===== src/rtl/can_mb_pkg.sv =====
package can_mb_pkg;
  typedef enum logic [1:0] {
    MB_OFF     = 2'd0,
    MB_TX      = 2'd1,
    MB_RX_OVW  = 2'd2,
    MB_RX_KEEP = 2'd3
  } mb_mode_e;

  localparam logic [2:0] SEL_ID   = 3'd0;
  localparam logic [2:0] SEL_MASK = 3'd1;
  localparam logic [2:0] SEL_MODE = 3'd2;
  localparam logic [2:0] SEL_DLO  = 3'd3;
  localparam logic [2:0] SEL_DHI  = 3'd4;
  localparam logic [2:0] SEL_CMD  = 3'd5;
endpackage


===== src/rtl/can_mb_accept.sv =====
module can_mb_accept #(
  parameter int IDW  = 29,
  parameter int STDW = 11
) (
  input  logic [IDW-1:0] mb_id,
  input  logic [IDW-1:0] mb_mask,
  input  logic           mb_ide,
  input  logic           mb_rx_en,
  input  logic [IDW-1:0] fr_id,
  input  logic           fr_ide,
  output logic           hit
);
  localparam logic [IDW-1:0] STD_SPAN = {{STDW{1'b1}}, {(IDW-STDW){1'b0}}};
  logic [IDW-1:0] span;

  always_comb begin
    span = fr_ide ? '1 : STD_SPAN;
    hit  = mb_rx_en && (mb_ide == fr_ide) &&
           (((fr_id ^ mb_id) & mb_mask & span) == '0);
  end
endmodule


===== src/rtl/can_mb_first.sv =====
module can_mb_first #(
  parameter int N  = 8,
  parameter int IW = $clog2(N)
) (
  input  logic [N-1:0]  req,
  output logic          any,
  output logic [IW-1:0] idx
);
  always_comb begin
    any = |req;
    idx = '0;
    for (int i = N - 1; i >= 0; i--) begin
      if (req[i]) idx = IW'(i);
    end
  end
endmodule


===== src/rtl/can_mb_tx_arb.sv =====
module can_mb_tx_arb #(
  parameter int N   = 8,
  parameter int PRW = 4,
  parameter int IW  = $clog2(N)
) (
  input  logic [N-1:0]     pend,
  input  logic [N*PRW-1:0] prio_flat,
  output logic             found,
  output logic [IW-1:0]    idx
);
  logic [PRW-1:0] best;

  always_comb begin
    found = 1'b0;
    idx   = '0;
    best  = '1;
    for (int i = 0; i < N; i++) begin
      if (pend[i] && (!found || prio_flat[i*PRW +: PRW] < best)) begin
        found = 1'b1;
        best  = prio_flat[i*PRW +: PRW];
        idx   = IW'(i);
      end
    end
  end
endmodule


===== src/rtl/can_mailbox_unit.sv =====
module can_mailbox_unit
  import can_mb_pkg::*;
#(
  parameter int NMB = 8,
  parameter int IDW = 29,
  parameter int TSW = 16,
  parameter int PRW = 4
) (
  input  logic                   clk,
  input  logic                   rst,
  input  logic                   rx_valid,
  input  logic [IDW-1:0]         rx_id,
  input  logic                   rx_ide,
  input  logic [3:0]             rx_dlc,
  input  logic [63:0]            rx_data,
  output logic                   tx_valid,
  output logic [IDW-1:0]         tx_id,
  output logic                   tx_ide,
  output logic [3:0]             tx_dlc,
  output logic [63:0]            tx_data,
  input  logic                   tx_done,
  input  logic                   reg_wr,
  input  logic                   reg_rd,
  input  logic [$clog2(NMB)-1:0] reg_mb,
  input  logic [2:0]             reg_sel,
  input  logic [31:0]            reg_wdata,
  output logic [31:0]            reg_rdata,
  output logic                   reg_rvalid,
  output logic [NMB-1:0]         mb_ready
);
  localparam int MBW    = $clog2(NMB);
  localparam int REGW   = 32;
  localparam int ST_DLC = TSW;
  localparam int ST_RDY = TSW + 4;
  localparam int ST_PND = TSW + 5;
  localparam int ST_OVR = TSW + 6;

  mb_mode_e       mode_q [NMB];
  logic [IDW-1:0] id_q   [NMB];
  logic [IDW-1:0] mask_q [NMB];
  logic [PRW-1:0] prio_q [NMB];
  logic [3:0]     dlc_q  [NMB];
  logic [63:0]    data_q [NMB];
  logic [TSW-1:0] ts_q   [NMB];
  logic [NMB-1:0] ide_q, ready_q, pend_q, ovr_q;
  logic [TSW-1:0] timer;
  logic           busy;
  logic [MBW-1:0] cur;

  logic [NMB-1:0]     hit, is_ovw;
  logic [NMB*PRW-1:0] prio_flat;
  logic               free_any, ovw_any, arb_found;
  logic [MBW-1:0]     free_idx, ovw_idx, arb_idx, rx_idx;
  logic               rx_take, rx_clobber;
  logic [REGW-1:0]    rd_word;

  for (genvar g = 0; g < NMB; g++) begin : g_mb
    can_mb_accept #(.IDW(IDW)) u_acc (
      .mb_id   (id_q[g]),
      .mb_mask (mask_q[g]),
      .mb_ide  (ide_q[g]),
      .mb_rx_en(mode_q[g] == MB_RX_OVW || mode_q[g] == MB_RX_KEEP),
      .fr_id   (rx_id),
      .fr_ide  (rx_ide),
      .hit     (hit[g])
    );
    assign is_ovw[g]                = (mode_q[g] == MB_RX_OVW);
    assign prio_flat[g*PRW +: PRW]  = prio_q[g];
  end

  can_mb_first #(.N(NMB)) u_free (
    .req(hit & ~ready_q), .any(free_any), .idx(free_idx));
  can_mb_first #(.N(NMB)) u_ovw (
    .req(hit & is_ovw), .any(ovw_any), .idx(ovw_idx));
  can_mb_tx_arb #(.N(NMB), .PRW(PRW)) u_arb (
    .pend(pend_q), .prio_flat(prio_flat), .found(arb_found), .idx(arb_idx));

  always_comb begin
    rx_take    = rx_valid && (free_any || ovw_any);
    rx_clobber = !free_any;
    rx_idx     = free_any ? free_idx : ovw_idx;
  end

  always_comb begin
    rd_word = '0;
    case (reg_sel)
      SEL_ID:   rd_word = REGW'(id_q[reg_mb]);
      SEL_MASK: rd_word = REGW'(mask_q[reg_mb]);
      SEL_MODE: begin
        rd_word[1:0]       = mode_q[reg_mb];
        rd_word[2]         = ide_q[reg_mb];
        rd_word[4 +: PRW]  = prio_q[reg_mb];
      end
      SEL_DLO:  rd_word = data_q[reg_mb][31:0];
      SEL_DHI:  rd_word = data_q[reg_mb][63:32];
      SEL_CMD: begin
        rd_word[TSW-1:0]    = ts_q[reg_mb];
        rd_word[ST_DLC +: 4] = dlc_q[reg_mb];
        rd_word[ST_RDY]     = ready_q[reg_mb];
        rd_word[ST_PND]     = pend_q[reg_mb];
        rd_word[ST_OVR]     = ovr_q[reg_mb];
      end
      default: rd_word = '0;
    endcase
  end

  always_ff @(posedge clk) begin
    if (rst) begin
      timer      <= '0;
      ready_q    <= '0;
      pend_q     <= '0;
      ovr_q      <= '0;
      ide_q      <= '0;
      busy       <= 1'b0;
      cur        <= '0;
      tx_id      <= '0;
      tx_ide     <= 1'b0;
      tx_dlc     <= '0;
      tx_data    <= '0;
      reg_rdata  <= '0;
      reg_rvalid <= 1'b0;
      for (int i = 0; i < NMB; i++) begin
        mode_q[i] <= MB_OFF;
        id_q[i]   <= '0;
        mask_q[i] <= '0;
        prio_q[i] <= '0;
        dlc_q[i]  <= '0;
        data_q[i] <= '0;
        ts_q[i]   <= '0;
      end
    end else begin
      timer      <= timer + 1'b1;
      reg_rvalid <= reg_rd;
      if (reg_rd) reg_rdata <= rd_word;

      if (reg_wr) begin
        case (reg_sel)
          SEL_ID:   id_q[reg_mb]   <= reg_wdata[IDW-1:0];
          SEL_MASK: mask_q[reg_mb] <= reg_wdata[IDW-1:0];
          SEL_MODE: begin
            mode_q[reg_mb] <= mb_mode_e'(reg_wdata[1:0]);
            ide_q[reg_mb]  <= reg_wdata[2];
            prio_q[reg_mb] <= reg_wdata[4 +: PRW];
          end
          SEL_DLO:  data_q[reg_mb][31:0]  <= reg_wdata;
          SEL_DHI:  data_q[reg_mb][63:32] <= reg_wdata;
          SEL_CMD: begin
            if (reg_wdata[8] && mode_q[reg_mb] == MB_TX) begin
              pend_q[reg_mb] <= 1'b1;
              dlc_q[reg_mb]  <= reg_wdata[3:0];
            end
            if (reg_wdata[9]) begin
              ready_q[reg_mb] <= 1'b0;
              ovr_q[reg_mb]   <= 1'b0;
            end
          end
          default: ;
        endcase
      end

      if (rx_take) begin
        data_q[rx_idx]  <= rx_data;
        dlc_q[rx_idx]   <= rx_dlc;
        ts_q[rx_idx]    <= timer;
        ready_q[rx_idx] <= 1'b1;
        if (rx_clobber) ovr_q[rx_idx] <= 1'b1;
      end

      if (busy) begin
        if (tx_done) begin
          busy         <= 1'b0;
          pend_q[cur]  <= 1'b0;
          ts_q[cur]    <= timer;
        end
      end else if (arb_found) begin
        busy    <= 1'b1;
        cur     <= arb_idx;
        tx_id   <= id_q[arb_idx];
        tx_ide  <= ide_q[arb_idx];
        tx_dlc  <= dlc_q[arb_idx];
        tx_data <= data_q[arb_idx];
      end
    end
  end

  assign tx_valid = busy;
  assign mb_ready = ready_q;
endmodule


===== config.mk =====
export PLATFORM = sky130hd
export DESIGN_NAME = can_mailbox_unit
export DESIGN_NICKNAME = d
export VERILOG_FILES = /design/src/rtl/can_mb_pkg.sv /design/src/rtl/can_mb_accept.sv /design/src/rtl/can_mb_first.sv /design/src/rtl/can_mb_tx_arb.sv /design/src/rtl/can_mailbox_unit.sv
export SDC_FILE = /design/constraint.sdc
export NUM_CORES = 2
export LEC_CHECK = 0
export BUFFER_PORTS_ARGS = -buffer_cell sky130_fd_sc_hd__buf_4
export CORE_MARGIN = 2
export CORE_UTILIZATION = 45
export DETAILED_ROUTE_END_ITERATION = 8
export HOLD_SLACK_MARGIN = 0.05
export MAX_ROUTING_LAYER = met4
export SETUP_SLACK_MARGIN = 0.1
export SLEW_MARGIN = 5
export SYNTH_ARGS = -nofsm -noshare
export SYNTH_HDL_FRONTEND = slang
export SYNTH_HIERARCHICAL = 1
export SYNTH_SLANG_ARGS = --single-unit
export TNS_END_PERCENT = 10

===== constraint.sdc =====
create_clock -name clk -period 24.6 [get_ports clk]
set_input_delay 0 -clock clk [delete_from_list [all_inputs] [get_ports clk]]
set_output_delay 0 -clock clk [all_outputs]
set_load 0.02 [all_outputs]

==> flow_summary.json <==
{
  "grt_pass1_wl_um": 491000,
  "place_inst": 8723,
  "die_h_um": 414,
  "critPathMaxStageDelay_ns": 0.89,
  "place.gp.congestion": 1.01,
  "worstSetupStartpointType": "flip-flop",
  "crit_family": "compound AO/OA/AOI/OAI gates",
  "violations": "capacitance limit, slew limit",
  "path_class": "flip-flop to flip-flop",
  "post-synth-top-area-cell": "edfxtp_1",
  "syn_nets": 6915,
  "power.density_mw_per_mm2": 65.8,
  "grt_pass1_vias": 59600,
  "syn_to_final_growth_pct": 13.8,
  "drive_gt1_share_pct": 17.3,
  "reg2reg_from": "pend_q[0]",
  "rsz0062_at_grt": "no",
  "synth-edff-count": 1184,
  "r2r_setup_slack_ns": 10.13,
  "fmax_mhz": 69.1,
  "power.leakage_nw": 31.9,
  "dr.pass1.iters": 7,
  "critPathSlowestCell": "buf_4",
  "synth_area_per_cell_um2": 11.2,
  "setup_viol": 0,
  "num_rows": 150,
  "wire_per_inst_um": 39.4,
  "grt_use_total_pct": 43.0,
  "fin_skew_ns": 0.0379,
  "status": "complete, but fails checks",
  "synth-seq-cells": 1367,
  "coreArea_mm2": 0.167,
  "cp_data_required_time_ns": 25.25,
  "h-tree-depth": 4,
  "path_buf_inv": 6,
  "crit_start": "pend_q[0]",
  "clock_latency_ns": 0.84,
  "slew_headroom_pct": -6.53,
  "die_w_um": 414,
  "fin_crit_ns": 14.47,
  "vias": 63800,
  "ioPinCount": 282,
  "hp-class": "input pin to flip-flop",
  "clock-sinks": 1367,
  "syn-cell-area_mm2": 0.0756,
  "root_buffer": "clkbuf_16",
  "vias_per_cell": 6.92,
  "floorplan.initialDensity_pct": 45.2,
  "grt_max_degree": 98,
  "wl_um": 363000,
  "setup_tns_ns": 0,
  "die_area_mm2": 0.171,
  "synth.distinct_cells": 108,
  "synth_seq_area_share_pct": 51.9,
  "total_power_mw": 5.66,
  "cts_tree": "yes",
  "hold_viol": 0,
  "tightest_slew_ns": 1.60,
  "syn_inst": 6761,
  "netlist_top_cells_area": "edfxtp_1 (47%), mux4_2 (9.9%), nand2_1 (6.1%)",
  "placed_area_mm2": 0.0791,
  "n_fill_cell": 14600,
  "drtIter0Drc": 12100,
  "cts_buffers": 155,
  "endpoint_kind": "flip-flop",
  "antenna_found_initial": 39,
  "crit_path_max_fanout": 58,
  "yosys_warnings": 6,
  "holdWs_ns": 0.0759,
  "slew_violations": 11,
  "antenna_left": 0,
  "async_reset_ff_share_pct": 0,
  "nets": 7013,
  "overflow": 0,
  "final_area_mm2": 0.0860,
  "min-delay-start": "rx_data[21]",
  "drc_errors": 0,
  "max_cap_violations": 2,
  "arrival_ns": 15.11,
  "clockBufferDepth": 3,
  "crit_top_cell": "ha_1",
  "io_buffers": 281,
  "clkTransAtPathRegs_ns": 0.06,
  "synth_top_flop_cell": "edfxtp_1",
  "ir_worst_vdd_mv": 0.0819,
  "finalNonFillerCells": 9215,
  "period_share_pct": 58.8,
  "synth.top_cell.area_share_pct": 47.0,
  "hpwl_um": 227000
}
cell usage after synthesis, types with 42 or more instances:
cell	count
xor2_1	244
nor3_1	42
a22oi_1	190
buf_2	141
o21ai_0	105
mux2i_1	196
dfxtp_1	183
nor2_1	248
mux4_2	333
clkbuf_1	400
nor2b_1	88
a22o_1	46
and2_1	531
nand2_1	1221
nand3_1	560
edfxtp_1	1184
a21oi_1	96
and3_1	65
buf_4	53
a211oi_1	111
a221oi_1	121
buf_1	74
cell usage in the layout (no fill, tap or decap), types with 15 or more instances in the layout:
master	Yosys	routed
a221oi_2	25	25
mux2i_1	196	196
mux2_2	15	15
and3_1	65	65
inv_1	35	34
a221oi_1	121	121
dlygate4sd3_1	0	182
xor2_1	244	244
or2_2	20	20
a22oi_1	190	190
a211oi_1	111	111
nand4_1	27	27
and2_1	531	520
nor2_1	248	217
clkinv_1	1	24
nor2b_1	88	83
nand3_1	560	559
edfxtp_1	1184	1184
clkinv_2	0	23
nand2_1	1221	1213
mux4_2	333	333
o21ai_0	105	91
o22ai_1	41	41
dfxtp_1	183	183
o21ai_1	35	37
o21a_1	22	22
nor2_4	2	24
a31oi_1	17	17
clkbuf_1	400	46
nor2_2	13	22
buf_4	53	440
a22o_1	46	46
nor3_1	42	40
diode_2	0	22
clkbuf_16	0	159
a21oi_1	96	95
final timing paths:
kind                    to  cells past startpoint
min          data_q[1][21]                      4
max              tx_id[25]                     52
min reg2reg  reg_rdata[31]                      2
max reg2reg      tx_id[25]                     52
layout make-up:
| cell class | count | area [um^2] | area share [%] |
|---|---|---|---|
| Antenna cell | 22 | 55.1 | 0.0640 |
| Clock buffer | 218 | 4330 | 5.03 |
| Clock inverter | 69 | 667 | 0.775 |
| Inverter | 38 | 143 | 0.166 |
| Multi-Input combinational cell | 4668 | 33600 | 39.1 |
| Sequential cell | 1367 | 39200 | 45.6 |
| Tap cell | 2204 | 2760 | 3.21 |
| Timing Repair Buffer | 629 | 5240 | 6.09 |
cells by family after synthesis:
logic type	share of synthesized area, %
mux	12.8
xor+xnor	2.98
buf+inv	4.30
flops	51.9
compound gates	9.44
fa+ha+maj	0.253
simple gates	18.3
per-layer routing:
layer	up-vias	share of wire, %	track usage (%)	wire, um
li1	25100	-	-	-
met1	31400	34	52.9	124000
met2	5938	42	59.4	152000
met3	1365	15	14.4	56000
met4	0	8.5	29.6	31000
met5	-	0	-	0
repair_timing:
| action | CTS | global route |
|---|---|---|
| setup buffers | 0 | 0 |
| resized for setup | 0 | 0 |
| hold buffers | 182 | 0 |
| endpoints found under the hold margin | 1136 | 0 |
tightest hold or removal path: stages:
cell	delay (ns)
dlygate4sd3_1	0.53
buf_4	0.17
nand2_1	0.06
nand2_1	0.05
state kept, by name, summed over array words and instances (netlist names):
signal,flops
pend_q,8
tx_ide,1
timer,16
reg_rvalid,1
dlc_q,32
mask_q,232
tx_data,64
ovr_q,8
prio_q,32
mb_ready,8
tx_dlc,4
cur,3
ts_q,128
tx_valid,1
ide_q,8
tx_id,29
id_q,232
data_q,512
reg_rdata,32
mode_q,16
through the flow:
stage          worst slack, ns  utilization [%]
4_1_cts                  10.38             51.5
6_report                 10.13             51.5
2_1_floorplan            13.73                -
3_5_place_dp             10.42             47.4
5_1_grt                   9.28             51.5
3_3_place_gp             10.60             47.4
report_power, final:
part           leakage (nW)  total [mW]  switching (mW)  internal (mW)
logic                  16.3       0.614           0.424          0.190
registers              13.1        2.69          0.0797           2.61
clock network          2.44        2.35            1.02           1.33
total                  31.9        5.66            1.52           4.13
(Power assumes the default switching activity.)
